===== src/rtl/rpf_pkg.sv =====
package rpf_pkg;

    typedef enum logic [2:0] {
        S_IDLE,
        S_PRE,
        S_SYNC,
        S_TRL,
        S_LEN,
        S_PAY,
        S_CRC
    } fstate_e;

    localparam logic [15:0] CRC_POLY = 16'h1021;
    localparam logic [15:0] CRC_SEED = 16'hFFFF;

endpackage


===== src/rtl/rpf_fifo.sv =====
module rpf_fifo #(
    parameter int DEPTH = 64,
    parameter int DW    = 8
) (
    input  logic          clk,
    input  logic          rst_n,
    input  logic          wr_en,
    input  logic [DW-1:0] wr_data,
    input  logic          rd_en,
    output logic [DW-1:0] rd_data,
    output logic          full,
    output logic          empty
);
    // DEPTH must be a power of two so the pointers wrap naturally.
    localparam int AW = $clog2(DEPTH);
    localparam logic [AW:0] FULL_CNT = (AW+1)'(DEPTH);

    typedef struct packed {
        logic [AW-1:0] wp;
        logic [AW-1:0] rp;
        logic [AW:0]   cnt;
    } ptr_t;

    ptr_t q, d;
    logic do_wr, do_rd;
    logic [DW-1:0] mem [DEPTH];

    always_comb begin
        d     = q;
        do_wr = wr_en && (q.cnt != FULL_CNT);
        do_rd = rd_en && (q.cnt != '0);
        if (do_wr) d.wp = q.wp + 1'b1;
        if (do_rd) d.rp = q.rp + 1'b1;
        d.cnt = q.cnt + (AW+1)'(do_wr) - (AW+1)'(do_rd);
    end

    always_ff @(posedge clk or negedge rst_n) begin
        if (!rst_n) q <= '0;
        else        q <= d;
    end

    always_ff @(posedge clk) begin
        if (do_wr) mem[q.wp] <= wr_data;
    end

    assign rd_data = mem[q.rp];
    assign full    = (q.cnt == FULL_CNT);
    assign empty   = (q.cnt == '0);

endmodule


===== src/rtl/rpf_crc16.sv =====
module rpf_crc16 #(
    parameter logic [15:0] POLY = 16'h1021
) (
    input  logic [15:0] crc_in,
    input  logic [7:0]  data,
    output logic [15:0] crc_out
);
    logic [15:0] acc;

    // One byte folded in, most significant bit first.
    always_comb begin
        acc = crc_in;
        for (int i = 7; i >= 0; i--) begin
            if (acc[15] ^ data[i]) acc = (acc << 1) ^ POLY;
            else                   acc = acc << 1;
        end
        crc_out = acc;
    end

endmodule


===== src/rtl/radio_pkt_framer.sv =====
module radio_pkt_framer
    import rpf_pkg::*;
#(
    parameter int FIFO_DEPTH = 64
) (
    input  logic        clk,
    input  logic        rst_n,
    input  logic        start,
    input  logic [2:0]  cfg_pre_bytes,
    input  logic [1:0]  cfg_sync_sel,
    input  logic [63:0] cfg_sync_word,
    input  logic [2:0]  cfg_trl_code,
    input  logic        cfg_len_auto,
    input  logic        cfg_crc_en,
    input  logic        cfg_manch,
    input  logic        wr_en,
    input  logic [7:0]  wr_data,
    output logic        fifo_full,
    output logic        fifo_empty,
    output logic        tx_bit,
    output logic        tx_valid,
    output logic        pkt_done,
    output logic        underrun
);
    localparam int SHW = 64;
    localparam int CW  = $clog2(SHW);
    localparam logic [SHW-1:0] ALT = {(SHW/2){2'b10}};

    typedef struct packed {
        fstate_e        st;
        logic [SHW-1:0] sh;
        logic [CW-1:0]  cnt;
        logic           mph;
        logic [7:0]     rem;
        logic [15:0]    crc;
        logic           done;
        logic           urun;
    } core_t;

    core_t q, n;

    logic        pop;
    logic [7:0]  fifo_rd_data;
    logic [15:0] crc_next;
    logic        coded, step, go_fetch, go_finish;
    logic        man_second;
    fstate_e     tgt;

    rpf_fifo #(.DEPTH(FIFO_DEPTH), .DW(8)) fifo_i (
        .clk     (clk),
        .rst_n   (rst_n),
        .wr_en   (wr_en),
        .wr_data (wr_data),
        .rd_en   (pop),
        .rd_data (fifo_rd_data),
        .full    (fifo_full),
        .empty   (fifo_empty)
    );

    rpf_crc16 #(.POLY(CRC_POLY)) crc_i (
        .crc_in  (q.crc),
        .data    (fifo_rd_data),
        .crc_out (crc_next)
    );

    assign coded = cfg_manch && (q.st == S_LEN || q.st == S_PAY || q.st == S_CRC);
    assign step  = !coded || q.mph;

    always_comb begin
        n         = q;
        n.done    = 1'b0;
        n.urun    = 1'b0;
        pop       = 1'b0;
        go_fetch  = 1'b0;
        go_finish = 1'b0;
        tgt       = S_PAY;

        if (q.st == S_IDLE) begin
            if (start) begin
                n.st  = S_PRE;
                n.sh  = ALT;
                n.cnt = CW'({cfg_pre_bytes, 3'b111});
                n.crc = CRC_SEED;
                n.mph = 1'b0;
                n.rem = '0;
            end
        end else begin
            if (coded) n.mph = ~q.mph;
            if (step) begin
                n.sh  = q.sh << 1;
                n.cnt = q.cnt - 1'b1;
                if (q.cnt == '0) begin
                    case (q.st)
                        S_PRE: begin
                            n.st  = S_SYNC;
                            n.sh  = cfg_sync_word << {~cfg_sync_sel, 4'b0000};
                            n.cnt = CW'({cfg_sync_sel, 4'b1111});
                        end
                        S_SYNC: begin
                            n.st  = S_TRL;
                            n.sh  = ALT;
                            n.cnt = CW'({cfg_trl_code, 1'b1}) + CW'(2);
                        end
                        S_TRL: begin
                            if (cfg_len_auto) begin
                                go_fetch = 1'b1;
                                tgt      = S_LEN;
                            end else if (fifo_empty) begin
                                go_finish = 1'b1;
                            end else begin
                                go_fetch = 1'b1;
                            end
                        end
                        S_LEN: begin
                            if (q.rem == '0) go_finish = 1'b1;
                            else             go_fetch  = 1'b1;
                        end
                        S_PAY: begin
                            if (cfg_len_auto ? (q.rem == '0) : fifo_empty) go_finish = 1'b1;
                            else                                          go_fetch  = 1'b1;
                        end
                        S_CRC: begin
                            n.st   = S_IDLE;
                            n.done = 1'b1;
                        end
                        default: ;
                    endcase
                end
            end
        end

        if (go_fetch) begin
            if (fifo_empty) begin
                n.st   = S_IDLE;
                n.urun = 1'b1;
            end else begin
                pop   = 1'b1;
                n.st  = tgt;
                n.sh  = {fifo_rd_data, {(SHW-8){1'b0}}};
                n.cnt = CW'(7);
                n.crc = crc_next;
                n.rem = (tgt == S_LEN) ? fifo_rd_data : q.rem - 8'd1;
            end
        end

        if (go_finish) begin
            if (cfg_crc_en) begin
                n.st  = S_CRC;
                n.sh  = {q.crc, {(SHW-16){1'b0}}};
                n.cnt = CW'(15);
            end else begin
                n.st   = S_IDLE;
                n.done = 1'b1;
            end
        end
    end

    always_ff @(posedge clk or negedge rst_n) begin
        if (!rst_n) begin
            q     <= '0;
            q.st  <= S_IDLE;
        end else begin
            q <= n;
        end
    end

    assign tx_valid   = (q.st != S_IDLE);
    assign tx_bit     = q.sh[SHW-1] ^ (coded & q.mph);
    assign pkt_done   = q.done;
    assign underrun   = q.urun;
    assign man_second = coded & q.mph;

endmodule


===== config.mk =====
export PLATFORM = sky130hd
export DESIGN_NAME = radio_pkt_framer
export DESIGN_NICKNAME = d
export VERILOG_FILES = /design/src/rtl/rpf_pkg.sv /design/src/rtl/rpf_fifo.sv /design/src/rtl/rpf_crc16.sv /design/src/rtl/radio_pkt_framer.sv
export SDC_FILE = /design/constraint.sdc
export NUM_CORES = 1
export LEC_CHECK = 0
export ABC_CLOCK_PERIOD_IN_PS = 4800
export CAP_MARGIN = 0
export CORE_ASPECT_RATIO = 0.8
export CORE_MARGIN = 4
export CORE_UTILIZATION = 25
export CTS_BUF_LIST = sky130_fd_sc_hd__clkbuf_2
export DETAILED_ROUTE_END_ITERATION = 8
export GPL_TIMING_DRIVEN = 0
export PLACE_DENSITY = 0.45
export SYNTH_ARGS = -nofsm -noshare
export SYNTH_HDL_FRONTEND = slang
export SYNTH_SLANG_ARGS = --single-unit

===== constraint.sdc =====
create_clock -name clk -period 4.8 [get_ports clk]
set_input_delay 1.2 -clock clk [delete_from_list [all_inputs] [get_ports clk]]
set_output_delay 1.2 -clock clk [all_outputs]
set_load 0.03 [all_outputs]

==> results.cfg <==
[worst_setup_path]
end_kind = flip-flop
crit_fanout = 10
r2r-start = fifo_i.q[8]$_DFFE_PN0P_
critPathRequiredTime_ps = 5970
critPathArrivalTime_ps = 5660
worstSetupStartpointType = flip-flop
critical_path_class = reg -> reg
cp-startpoint = fifo_i.q[8]$_DFFE_PN0P_

[power]
combPwrFrac_pct = 28.7
total_power_mw = 14.93
p_leak_nw = 10.64
pwr-share-seq_pct = 46.4
power_frac_clock_pct = 24.9
power.density_nw_per_um2 = 471.6
power.switching_mw = 5.209
internal_power_mw = 9.722
peakVddDrop_mv = 0.1810
switching_share_pct = 34.89

[global_route]
grt.busiest_layer = met2
grt_pass1_vias = 17876
use_met3_pct = 5.714
overflow = 0
grt_pass1_wl_um = 126500
use_met1_pct = 21.03
grt_use_met2_pct = 22.60
grt_usage_pct = 15.36
antenna_found_initial = 7
grt_max_degree = 76

[timing]
fin_worst_skew_ps = 143.1
rsz0062_at_grt = no
worst_pin_slew_ps = 1349
min_period_ps = 4490
hold_slack_ps = 249.9
setup_viol = 0
period_share_pct = 93.54
finalHoldViolCount = 0
drv_slew = 0
tns_ps = 0
clock.fmax_ghz = 0.2227
relSlewSlack_pct = 9.768

[cts]
post_cts_buffers = 0
cts_root_buffer = clkbuf_2
htreeDepth = 4
clkTransAtPathRegs_ps = 100
cts_buffer_depth = 3
cts_tree = done
clock_latency_ps = 1380
clock_sinks = 631
cts_buffers = 164

[yosys]
syn_inst = 1753
synth_cell_types = 74
ys.flop_type = edfxtp_1
ys_seq_area_share_pct = 67.20
synth-seq-cells = 631
synth_most_common_cell = edfxtp_1
synth_top_area_cell = edfxtp_1
syn_area_um2 = 27310
syn_avg_cell_area_um2 = 15.58
synth_top_cell_area_share_pct = 56.30
synth_edf_count = 512
async_reset_ff_share_pct = 18.86
syn-num-nets = 1855
synth.area.top_cells = edfxtp_1 (56%), dfrtp_1 (11%), mux4_2 (9.6%)
synth.top_cells.by_count = edfxtp_1 (512), nor2_1 (158), dfrtp_1 (119), mux4_2 (117), o21ai_0 (104)
yosysWarnings = 0

[layout]
multiInputGateArea_um2 = 8253
drive_gt1_share_pct = 22.85
layout.cells.non_filler = 3566
final_area_um2 = 31660
final_nets = 2122
regArea_um2 = 18350
area_growth_pct = 15.94
fill_cells = 11007

[die]
die_h_um = 303.6
die_x_um = 377.5
start_util_pct = 25.20
rows = 108
core-area_um2 = 108400
die_area_um2 = 114600
ios = 93

[drt]
vias = 17587
firstDrtPassIters = 6
antenna_left = 0
drt_iter0_markers = 1832
wirelength_um = 89080
drcViolationCount = 0
wl_per_cell_um = 24.98
drt-vias-per-instance = 4.932

[placement]
dpl-instance-area_um2 = 30150
gp_congestion = 0.9037
post-place-cells = 3282
port_buffers = 90
hpwl_um = 62010

[status]
run_status = completed

[worst_hold_path]
hp-start = wr_data[5]
hold_class = in -> reg

[job]
drv_cap = 0
## worst paths after layout
path	endpoint	slack, ps	cells past startpoint
hold / removal	fifo_i.mem[21][5]$_DFFE_PP_	250	1
setup / recovery	q[8]$_DFF_PN0_	310	11
min in group asynchronous	fifo_i.q[9]$_DFFE_PN0P_	380	2
max in group asynchronous	q[32]$_DFF_PN0_	3550	3
hold reg to reg	q[63]$_DFF_PN0_	510	2
setup reg to reg	q[8]$_DFF_PN0_	310	11
## power by group through the flow
stage | clock (mW) | sequential [mW] | combinational, mW
after detailed placement | 0 | 7.02 | 4.23
after global routing | 4.14 | 6.99 | 4.65
after floorplan | 0 | 6.90 | 2.83
after global placement | 0 | 7.02 | 4.18
final | 3.72 | 6.92 | 4.29
after CTS | 3.86 | 6.91 | 4.26
## layout by cell type, fill, tap and decap left out, types with 10 or more instances in the layout
| cell type | n |
|---|---|
| o21ai_0 | 104 |
| clkdlybuf4s50_1 | 81 |
| nand2_1 | 92 |
| mux4_2 | 117 |
| nor3_1 | 21 |
| a22oi_1 | 67 |
| clkbuf_1 | 68 |
| ha_1 | 14 |
| dfrtp_1 | 119 |
| o22ai_1 | 24 |
| nor2b_1 | 15 |
| a21oi_1 | 87 |
| xor2_1 | 11 |
| buf_6 | 16 |
| clkinv_1 | 25 |
| nor2_1 | 157 |
| mux2i_1 | 38 |
| a311oi_1 | 18 |
| edfxtp_1 | 512 |
| mux2_2 | 37 |
| nand3_1 | 27 |
| buf_2 | 24 |
| clkbuf_2 | 237 |
| inv_1 | 24 |
| xnor2_1 | 24 |
| mux4_1 | 10 |
## kinds of logic (layout without fill, tap and decap cells)
logic type,count (synthesis),after routing,share of synthesized area (%)
AO/OA/AOI/OAI,355,355,8.123
XOR/XNOR,43,43,1.782
adder cells (fa/ha/maj),15,15,0.7148
buffers and inverters,142,520,2.676
flip-flops,631,631,67.20
multiplexers,202,202,13.53
other,0,5,0
AND/OR/NAND/NOR,365,365,5.970
## per-layer routing
metal	share of wire (%)	up-vias
li1	-	7514
met1	43	9062
met2	44	843
met3	10	162
met4	2.3	6
met5	0.051	-
## registers in the layout (all words and copies together), names as in the netlist
register,flops
pkt_done,1
underrun,1
fifo_i.mem,512
fifo_i.q,19
q,98
## worst max-delay path: stages, from the launching register on
cell and delay, ps:
dfrtp_1 370, buf_4 270, buf_6 210, clkbuf_1 830, nand3_1 360, o22ai_1 370
nor2_1 80, a21oi_1 630, a21oi_1 400, xnor3_1 540, xnor2_1 200, a21oi_1 90
## metrics by stage
step | setup slack [ps] | utilization [%]
floorplan | 425.8 | -
global placement | -2808 | 27.68
detailed placement | -802.3 | 27.82
CTS | 71.60 | 29.19
global route | 59.50 | 29.21
finish | 310.1 | 29.22
## timing repair
item / CTS / global route
hold endpoints to repair: 55 / 0
hold buffers: 3 / 0
endpoints found under the setup margin: 4 / 1
resized for setup: 4 / 3
## final cells by class
class	instances	area share [%]
Sequential cell	631	57.96
Tap cell	1430	5.651
Timing Repair Buffer	102	3.410
Inverter	25	0.3082
Clock buffer	237	3.746
Clock inverter	40	0.8022
Multi-Input combinational cell	980	26.07
Buffer	116	2.011
Antenna cell	5	0.03952
Power figures use the tool's default switching activity.
